==> src/rtl/lock_pkg.sv <==
package lock_pkg;

  localparam int KEY_RED   = 0;
  localparam int KEY_GREEN = 1;
  localparam int KEY_BLUE  = 2;

  typedef enum logic [1:0] {
    PH_IDLE  = 2'b00,
    PH_ARMED = 2'b01,
    PH_OPEN  = 2'b10
  } phase_e;

endpackage

==> src/rtl/lock_press_qual.sv <==
// Compares a colored press against the key expected at the current progress.
module lock_press_qual #(
  parameter int NUM_KEYS = 3,
  parameter int CODE_LEN = 4,
  parameter int KEY_W    = 2,
  parameter int PROG_W   = 2,
  parameter logic [CODE_LEN*KEY_W-1:0] CODE = '0
) (
  input  logic                any_i,
  input  logic [NUM_KEYS-1:0] btn_i,
  input  logic [PROG_W-1:0]   idx_i,
  output logic                hit_o,
  output logic                miss_o
);

  logic [NUM_KEYS-1:0] exp_tab [CODE_LEN];
  logic [NUM_KEYS-1:0] exp_sel;

  for (genvar k = 0; k < CODE_LEN; k++) begin : g_tab
    assign exp_tab[k] = NUM_KEYS'(1) << CODE[k*KEY_W +: KEY_W];
  end

  always_comb begin
    exp_sel = '0;
    for (int k = 0; k < CODE_LEN; k++) begin
      if (idx_i == PROG_W'(k)) exp_sel = exp_tab[k];
    end
  end

  assign hit_o  = any_i && (|exp_sel) && (btn_i == exp_sel);
  assign miss_o = any_i && !hit_o;

endmodule

==> src/rtl/lock_seq_fsm.sv <==
// Phase register plus progress counter; next-state logic kept apart from the flops.
module lock_seq_fsm
  import lock_pkg::*;
#(
  parameter int CODE_LEN = 4,
  parameter int PROG_W   = 2
) (
  input  logic              clk,
  input  logic              rst_n,
  input  logic              start_i,
  input  logic              hit_i,
  input  logic              miss_i,
  output phase_e            phase_o,
  output logic [PROG_W-1:0] prog_o,
  output logic              unlock_o
);

  localparam logic [PROG_W-1:0] LAST = PROG_W'(CODE_LEN - 1);

  phase_e            phase_q, phase_d;
  logic [PROG_W-1:0] prog_q, prog_d;
  logic              upd_en;

  always_comb begin
    phase_d = phase_q;
    prog_d  = prog_q;
    case (phase_q)
      PH_IDLE: begin
        if (start_i) begin
          phase_d = PH_ARMED;
          prog_d  = '0;
        end
      end
      PH_ARMED: begin
        if (hit_i) begin
          if (prog_q == LAST) phase_d = PH_OPEN;
          else                prog_d  = prog_q + PROG_W'(1);
        end else if (miss_i) begin
          phase_d = PH_IDLE;
        end
      end
      PH_OPEN: phase_d = PH_IDLE;
      default: begin
        phase_d = PH_IDLE;
        prog_d  = '0;
      end
    endcase
  end

  assign upd_en = (phase_d != phase_q) || (prog_d != prog_q);

  always_ff @(posedge clk or negedge rst_n) begin
    if (!rst_n) begin
      phase_q <= PH_IDLE;
      prog_q  <= '0;
    end else if (upd_en) begin
      phase_q <= phase_d;
      prog_q  <= prog_d;
    end
  end

  assign phase_o  = phase_q;
  assign prog_o   = prog_q;
  assign unlock_o = (phase_q == PH_OPEN);

endmodule

==> src/rtl/code_lock.sv <==
module code_lock
  import lock_pkg::*;
#(
  parameter int NUM_KEYS = 3,
  parameter int CODE_LEN = 4,
  parameter logic [CODE_LEN*((NUM_KEYS > 1) ? $clog2(NUM_KEYS) : 1)-1:0] CODE =
    {2'(KEY_RED), 2'(KEY_GREEN), 2'(KEY_BLUE), 2'(KEY_RED)}
) (
  input  logic                clk,
  input  logic                rst_n,
  input  logic                start_i,
  input  logic                any_i,
  input  logic [NUM_KEYS-1:0] btn_i,
  output logic                unlock_o
);

  localparam int KEY_W  = (NUM_KEYS > 1) ? $clog2(NUM_KEYS) : 1;
  localparam int PROG_W = (CODE_LEN > 1) ? $clog2(CODE_LEN) : 1;

  logic              hit, miss;
  phase_e            cur_phase;
  logic [PROG_W-1:0] cur_prog;

  lock_press_qual #(
    .NUM_KEYS(NUM_KEYS), .CODE_LEN(CODE_LEN), .KEY_W(KEY_W),
    .PROG_W(PROG_W), .CODE(CODE)
  ) u_qual (
    .any_i (any_i),
    .btn_i (btn_i),
    .idx_i (cur_prog),
    .hit_o (hit),
    .miss_o(miss)
  );

  lock_seq_fsm #(
    .CODE_LEN(CODE_LEN), .PROG_W(PROG_W)
  ) u_fsm (
    .clk     (clk),
    .rst_n   (rst_n),
    .start_i (start_i),
    .hit_i   (hit),
    .miss_i  (miss),
    .phase_o (cur_phase),
    .prog_o  (cur_prog),
    .unlock_o(unlock_o)
  );

endmodule

==> config.mk <==
export PLATFORM = sky130hd
export DESIGN_NAME = code_lock
export DESIGN_NICKNAME = d
export VERILOG_FILES = /design/src/rtl/lock_pkg.sv /design/src/rtl/lock_press_qual.sv /design/src/rtl/lock_seq_fsm.sv /design/src/rtl/code_lock.sv
export SDC_FILE = /design/constraint.sdc
export NUM_CORES = 1
export LEC_CHECK = 0
export BUFFER_PORTS_ARGS = -buffer_cell sky130_fd_sc_hd__buf_2
export CORE_AREA = 10 10 47 49
export DETAILED_ROUTE_END_ITERATION = 12
export DIE_AREA = 0 0 57 59
export GPL_TIMING_DRIVEN = 0
export PLACE_DENSITY = 0.51
export SYNTH_ARGS = -nofsm -noshare
export SYNTH_HDL_FRONTEND = slang
export SYNTH_SLANG_ARGS = --single-unit
==> constraint.sdc <==
create_clock -name clk -period 1.55 [get_ports clk]
set_input_delay 0.155 -clock clk [delete_from_list [all_inputs] [get_ports clk]]
set_output_delay 0.155 -clock clk [all_outputs]
set_load 0.05 [all_outputs]
* Word-level counts from Yosys, hierarchy flattened *
Index checks and enable logic that the tools add are counted.

storage, ports and cells
  bits in registers = 4
  word-level logic and storage cells = 32
  output and inout port bits = 1
  input port bits = 7

cells by class
  add/sub/neg operators = 1
  muxes and demuxes = 13
  reduce and logical (&&, ||, !) cells = 8
  eq/ne operators = 8

operators by type and width
  kind                   number
  $mux W2                7
  $mux W3                3
  $eq A2 B2 Y1 const B   3
  $pmux W2 S3            1
  $eq A2 B1 Y1 const B   2
  $logic_not A2 Y1       2
  $ne A2 B2 Y1           2
  $pmux W2 S2            1
  $eq A3 B3 Y1           1
  $logic_and A1 B1 Y1    3
  $reduce_or A3 Y1       1
  $add A2 B1 Y2 const B  1
  $logic_not A1 Y1       1
  $logic_or A1 B1 Y1     1
  $mux W1                1

* Longest topological paths before layout *
  depth after elaboration = 15
  depth in mapped cells = 5
  mapped depth without buffers = 5

* Modules after synthesis *
From an unflattened synthesis, not the netlist that was laid out.

second synthesis, totals
  cells, all modules = 28
  area, all modules = 277.8 um^2

by module, submodules not included
  module           cells each  times used  seq. area each (um^2)  area each (um^2)
  lock_seq_fsm     18          1           100.1                  200.2
  lock_press_qual  10          1           0.0                    77.6

* Worst setup path before layout *
No wires, ideal clock.

  path kind = reg-to-reg
  from = register u_fsm.prog_q[0] (netlist: u_fsm.prog_o[0])
  to = register u_fsm.phase_q[0] (netlist: u_fsm.phase_o[0])
  buffers on the path = 0
  period minus slack after synthesis = 1500 ps
  path slack = 50 ps
  required time = 1451 ps
  setup time = 99 ps
  arrival time = 1401 ps
  cell stages (with the launch flop) = 6
  cells stage by stage = dfrtp_1 > inv_1 > ha_1 > xor2_2 > nand4_1 > a311oi_1

on the way
  word-level cells in the longest chain between the ends = 15
  elaborated cells on any way between the ends = 26
  those cells by class = add/sub: 1; eq/ne: 6; mux: 12; reduce/logical: 7

RTL lines
  item                               line                   RTL
  start, declared                    lock_seq_fsm.sv:21     logic [PROG_W-1:0] prog_q, prog_d;
  start signal, assigned             lock_seq_fsm.sv:58     prog_q <= prog_d;
  $logic_not A2 Y1                   lock_press_qual.sv:26  if (idx_i == PROG_W'(k)) exp_sel = exp_tab[k];
  $mux W1                            lock_press_qual.sv:26
  $mux W3 (3 in series)              lock_press_qual.sv:26
  $reduce_or A3 Y1                   lock_press_qual.sv:30  assign hit_o = any_i && (|exp_sel) && (btn_i == exp_sel);
  $logic_and A1 B1 Y1 (2 in series)  lock_press_qual.sv:30
  $logic_not A1 Y1                   lock_press_qual.sv:31  assign miss_o = any_i && !hit_o;
  $logic_and A1 B1 Y1                lock_press_qual.sv:31
  $mux W2                            lock_seq_fsm.sv:38     end else if (miss_i) begin
  $mux W2                            lock_seq_fsm.sv:35     if (hit_i) begin
  $pmux W2 S2                        lock_seq_fsm.sv:27     case (phase_q)
  $ne A2 B2 Y1                       lock_seq_fsm.sv:50     assign upd_en = (phase_d != phase_q) || (prog_d != prog_q);
  $logic_or A1 B1 Y1                 lock_seq_fsm.sv:50
  end signal, assigned               lock_seq_fsm.sv:57     phase_q <= phase_d;
  end, declared                      lock_seq_fsm.sv:20     phase_e phase_q, phase_d;

Several ways; a longest one is shown, not always the timed one.
A chain may end at the register's enable or synchronous reset.

* Final worst setup path *
Same ends and word-level chain as after synthesis.

==> flow_summary.ini <==
[placed_design]
port_buffers = 7
hpwl_um = 605.3
dp_cells = 58
gp_congestion = 0.7295
post_dp_cell_area_um2 = 400.4

[die]
pin_count = 8
fp-row-count = 14
core-area_um2 = 1401
die_w_um = 57
die_h_um = 59
start_util = 0.2464
die_area_um2 = 3363

[critical_path]
rr_worst_depth = 5
crit_chain = inv_1 -> ha_1 -> xor2_4 -> nand4_1 -> a311oi_1
r2r_start = u_fsm.prog_o[0]
critPathRequiredTime_ps = 1680
cp.arrival_ps = 1580
reg2reg_slack_ps = 100
critical_path.slowest_cell = dfrtp_2
cp-end-kind = flip-flop
slowest_delay_ps = 380
rr_endpoint = u_fsm.phase_o[0]
crit_buf_inv = 1
crit_family = flip-flops
crit_path_start_kind = flip-flop
crit_fanout = 6
crit_start = u_fsm.prog_o[0]
critical_path_class = reg -> reg

[synth]
synth_nets = 47
syn_avg_cell_area_um2 = 9.867
ys_seq_area_frac = 0.2899
syn_inst = 35
ys_warn_count = 0
synth_cell_type_count = 15
synthesis.area_um2 = 345.3
ys_ff_latch = 4

[power]
leakagePower_nw = 0.2170
p_per_area_nw_per_um2 = 1175
p_total_uw = 558.8
irDropWorstVdd_mv = 0.3764

[timing]
slew_headroom = 0.8001
rsz0062_at_grt = no
tightest_slew_ps = 298.4
period_share = 0.9325
fmax_mhz = 691.9
finalCriticalPeriod_ps = 1445
drv_slew = 0
setup_viol = 0
finClkSkew_ps = 2.221
finalHoldViolCount = 0

[drt]
drt_iter0_markers = 9
drt_pass1_iterations = 3
vias = 321
remaining_drc_errors = 0
ant_nets = 0
wl_um = 778
avgViaCountPerCell = 5.016
wl_per_cell_um = 12.16

[global_route]
grt_remaining_overflow = 0
grt_max_degree = 10
grt_pass1_vias = 372
track_usage = 0.05459
antenna_found_initial = 0
grt_first_pass_wirelength_mm = 1.483

[clock_tree]
clockBufferDepth = 2
cts.clk_slew.worst_paths_ps = 40
clock-sinks = 4
cts_tree = built
insertion_delay_ps = 230
htreeDepth = 1
cts_root_buffer = clkbuf_4
numCtsBuffers = 3

[hold_path]
worstHoldEndpoint = u_fsm.phase_o[0]
holdPathStages = 2
hp-class = in -> reg
hp-start = any_i

[finish]
syn2layout_area_growth_pct = 37.68
drive_above_1_share = 0.3333
fin_area_um2 = 475.5
fin_cells = 64
antenna_cells = 0
final_net_count = 62
fillers = 152

[run_status]
status = complete, no violations

[flow_run]
maxCapViolations = 0
sequential cells by signal, indices dropped and copies added (netlist names):
| register | count |
|---|---|
| u_fsm.phase_o | 2 |
| u_fsm.prog_o | 2 |
layout by cell type (no fill, tap or decap), drive strengths merged, types with 2 or more instances in the layout:
| cell | Yosys | routed |
|---|---|---|
| clkbuf | 0 | 3 |
| xnor2 | 2 | 2 |
| nand3 | 2 | 2 |
| ha | 5 | 5 |
| nor4bb | 2 | 2 |
| nand3b | 2 | 2 |
| dfrtp | 4 | 4 |
| inv | 5 | 5 |
| nand4 | 4 | 4 |
| a41o | 2 | 2 |
| o211ai | 2 | 2 |
| buf | 0 | 9 |
cell families after synthesis:
kind of cell               synth area share
and+or+nand+nor                      0.2500
AOI/OAI and AO/OA                    0.1268
buffers and inverters               0.05435
adders and majority gates            0.1812
DFF                                  0.2899
xor gates and xnor gates            0.09785
metrics by stage:
step / utilization / worst slack (ps) / hold WS (ps) / TNS (ps)
after floorplan: - / 49.64 / -140.6 / 0
after global placement: 0.2857 / -157.1 / -35.27 / -367.9
after detailed placement: 0.2857 / -124.6 / -35.99 / -262.3
after CTS: 0.3313 / 29.37 / 188.1 / 0
after global routing: 0.3393 / 8.392 / 222.9 / 0
final: 0.3393 / 104.6 / 204.1 / 0
synthesized netlist by cell type:
cell type | number | area (um^2)
dfrtp_1 | 4 | 100.1
nand4_1 | 4 | 25.02
inv_1 | 5 | 18.77
a311oi_1 | 1 | 8.760
nor2_1 | 1 | 3.750
nor4bb_1 | 2 | 20.02
a41o_1 | 2 | 20.02
xnor2_1 | 2 | 17.52
nand3_1 | 2 | 10.01
nor2b_1 | 1 | 6.260
o211ai_1 | 2 | 15.01
xor2_2 | 1 | 16.27
ha_1 | 5 | 62.56
nor4_1 | 1 | 6.260
nand3b_1 | 2 | 15.01
routing by layer:
| metal | vias up | share of wire | track usage |
|---|---|---|---|
| met5 | - | 0 | 0 |
| met2 | 5 | 0.52 | 0.08062 |
| met4 | 0 | 0 | 0.05705 |
| met3 | 0 | 0.032 | 0.01931 |
| met1 | 156 | 0.45 | 0.05742 |
| li1 | 160 | - | - |
report_power, final:
part | switching, mW | internal [mW]
Sequential | 0.0350 | 0.130
Combinational | 0.144 | 0.124
Clock | 0.0389 | 0.0863
Total | 0.218 | 0.341
worst register-to-register path: cells and delay by family, from the launching register on:
kind | cells | cell delay, ps
buf+inv | 1 | 60
compound gates | 1 | 220
xor+xnor | 1 | 220
simple gates | 1 | 110
fa+ha+maj | 1 | 350
flops | 1 | 380
final cells by class:
class | instances | area, um^2 | area share
tap | 16 | 20.02 | 0.04211
multi-input combinational | 26 | 252.7 | 0.5316
clock buffer | 3 | 22.52 | 0.04737
inverter | 5 | 18.77 | 0.03947
sequential | 4 | 101.3 | 0.2132
timing repair buffer | 10 | 60.06 | 0.1263
how the worst max path moves through the flow:
stage | endpoint | slack, ps | cells past startpoint
floorplan | u_fsm.phase_o[0] | 50 | 5
global placement | u_fsm.phase_o[0] | -160 | 5
detailed placement | u_fsm.phase_o[0] | -120 | 5
CTS | u_fsm.phase_o[0] | 30 | 5
global route | u_fsm.phase_o[0] | 8 | 5
finish | u_fsm.phase_o[0] | 100 | 5
timing repair:
item                                    in CTS  in global routing
gates resized for setup                      3                  1
pin swaps                                    1                  2
setup buffers                                2                  0
endpoints found under the setup margin       4                  2
cloned                                       0                  0
hold buffers                                 1                  0
endpoints found under the hold margin        4                  0
Power figures use the tool's default switching activity.
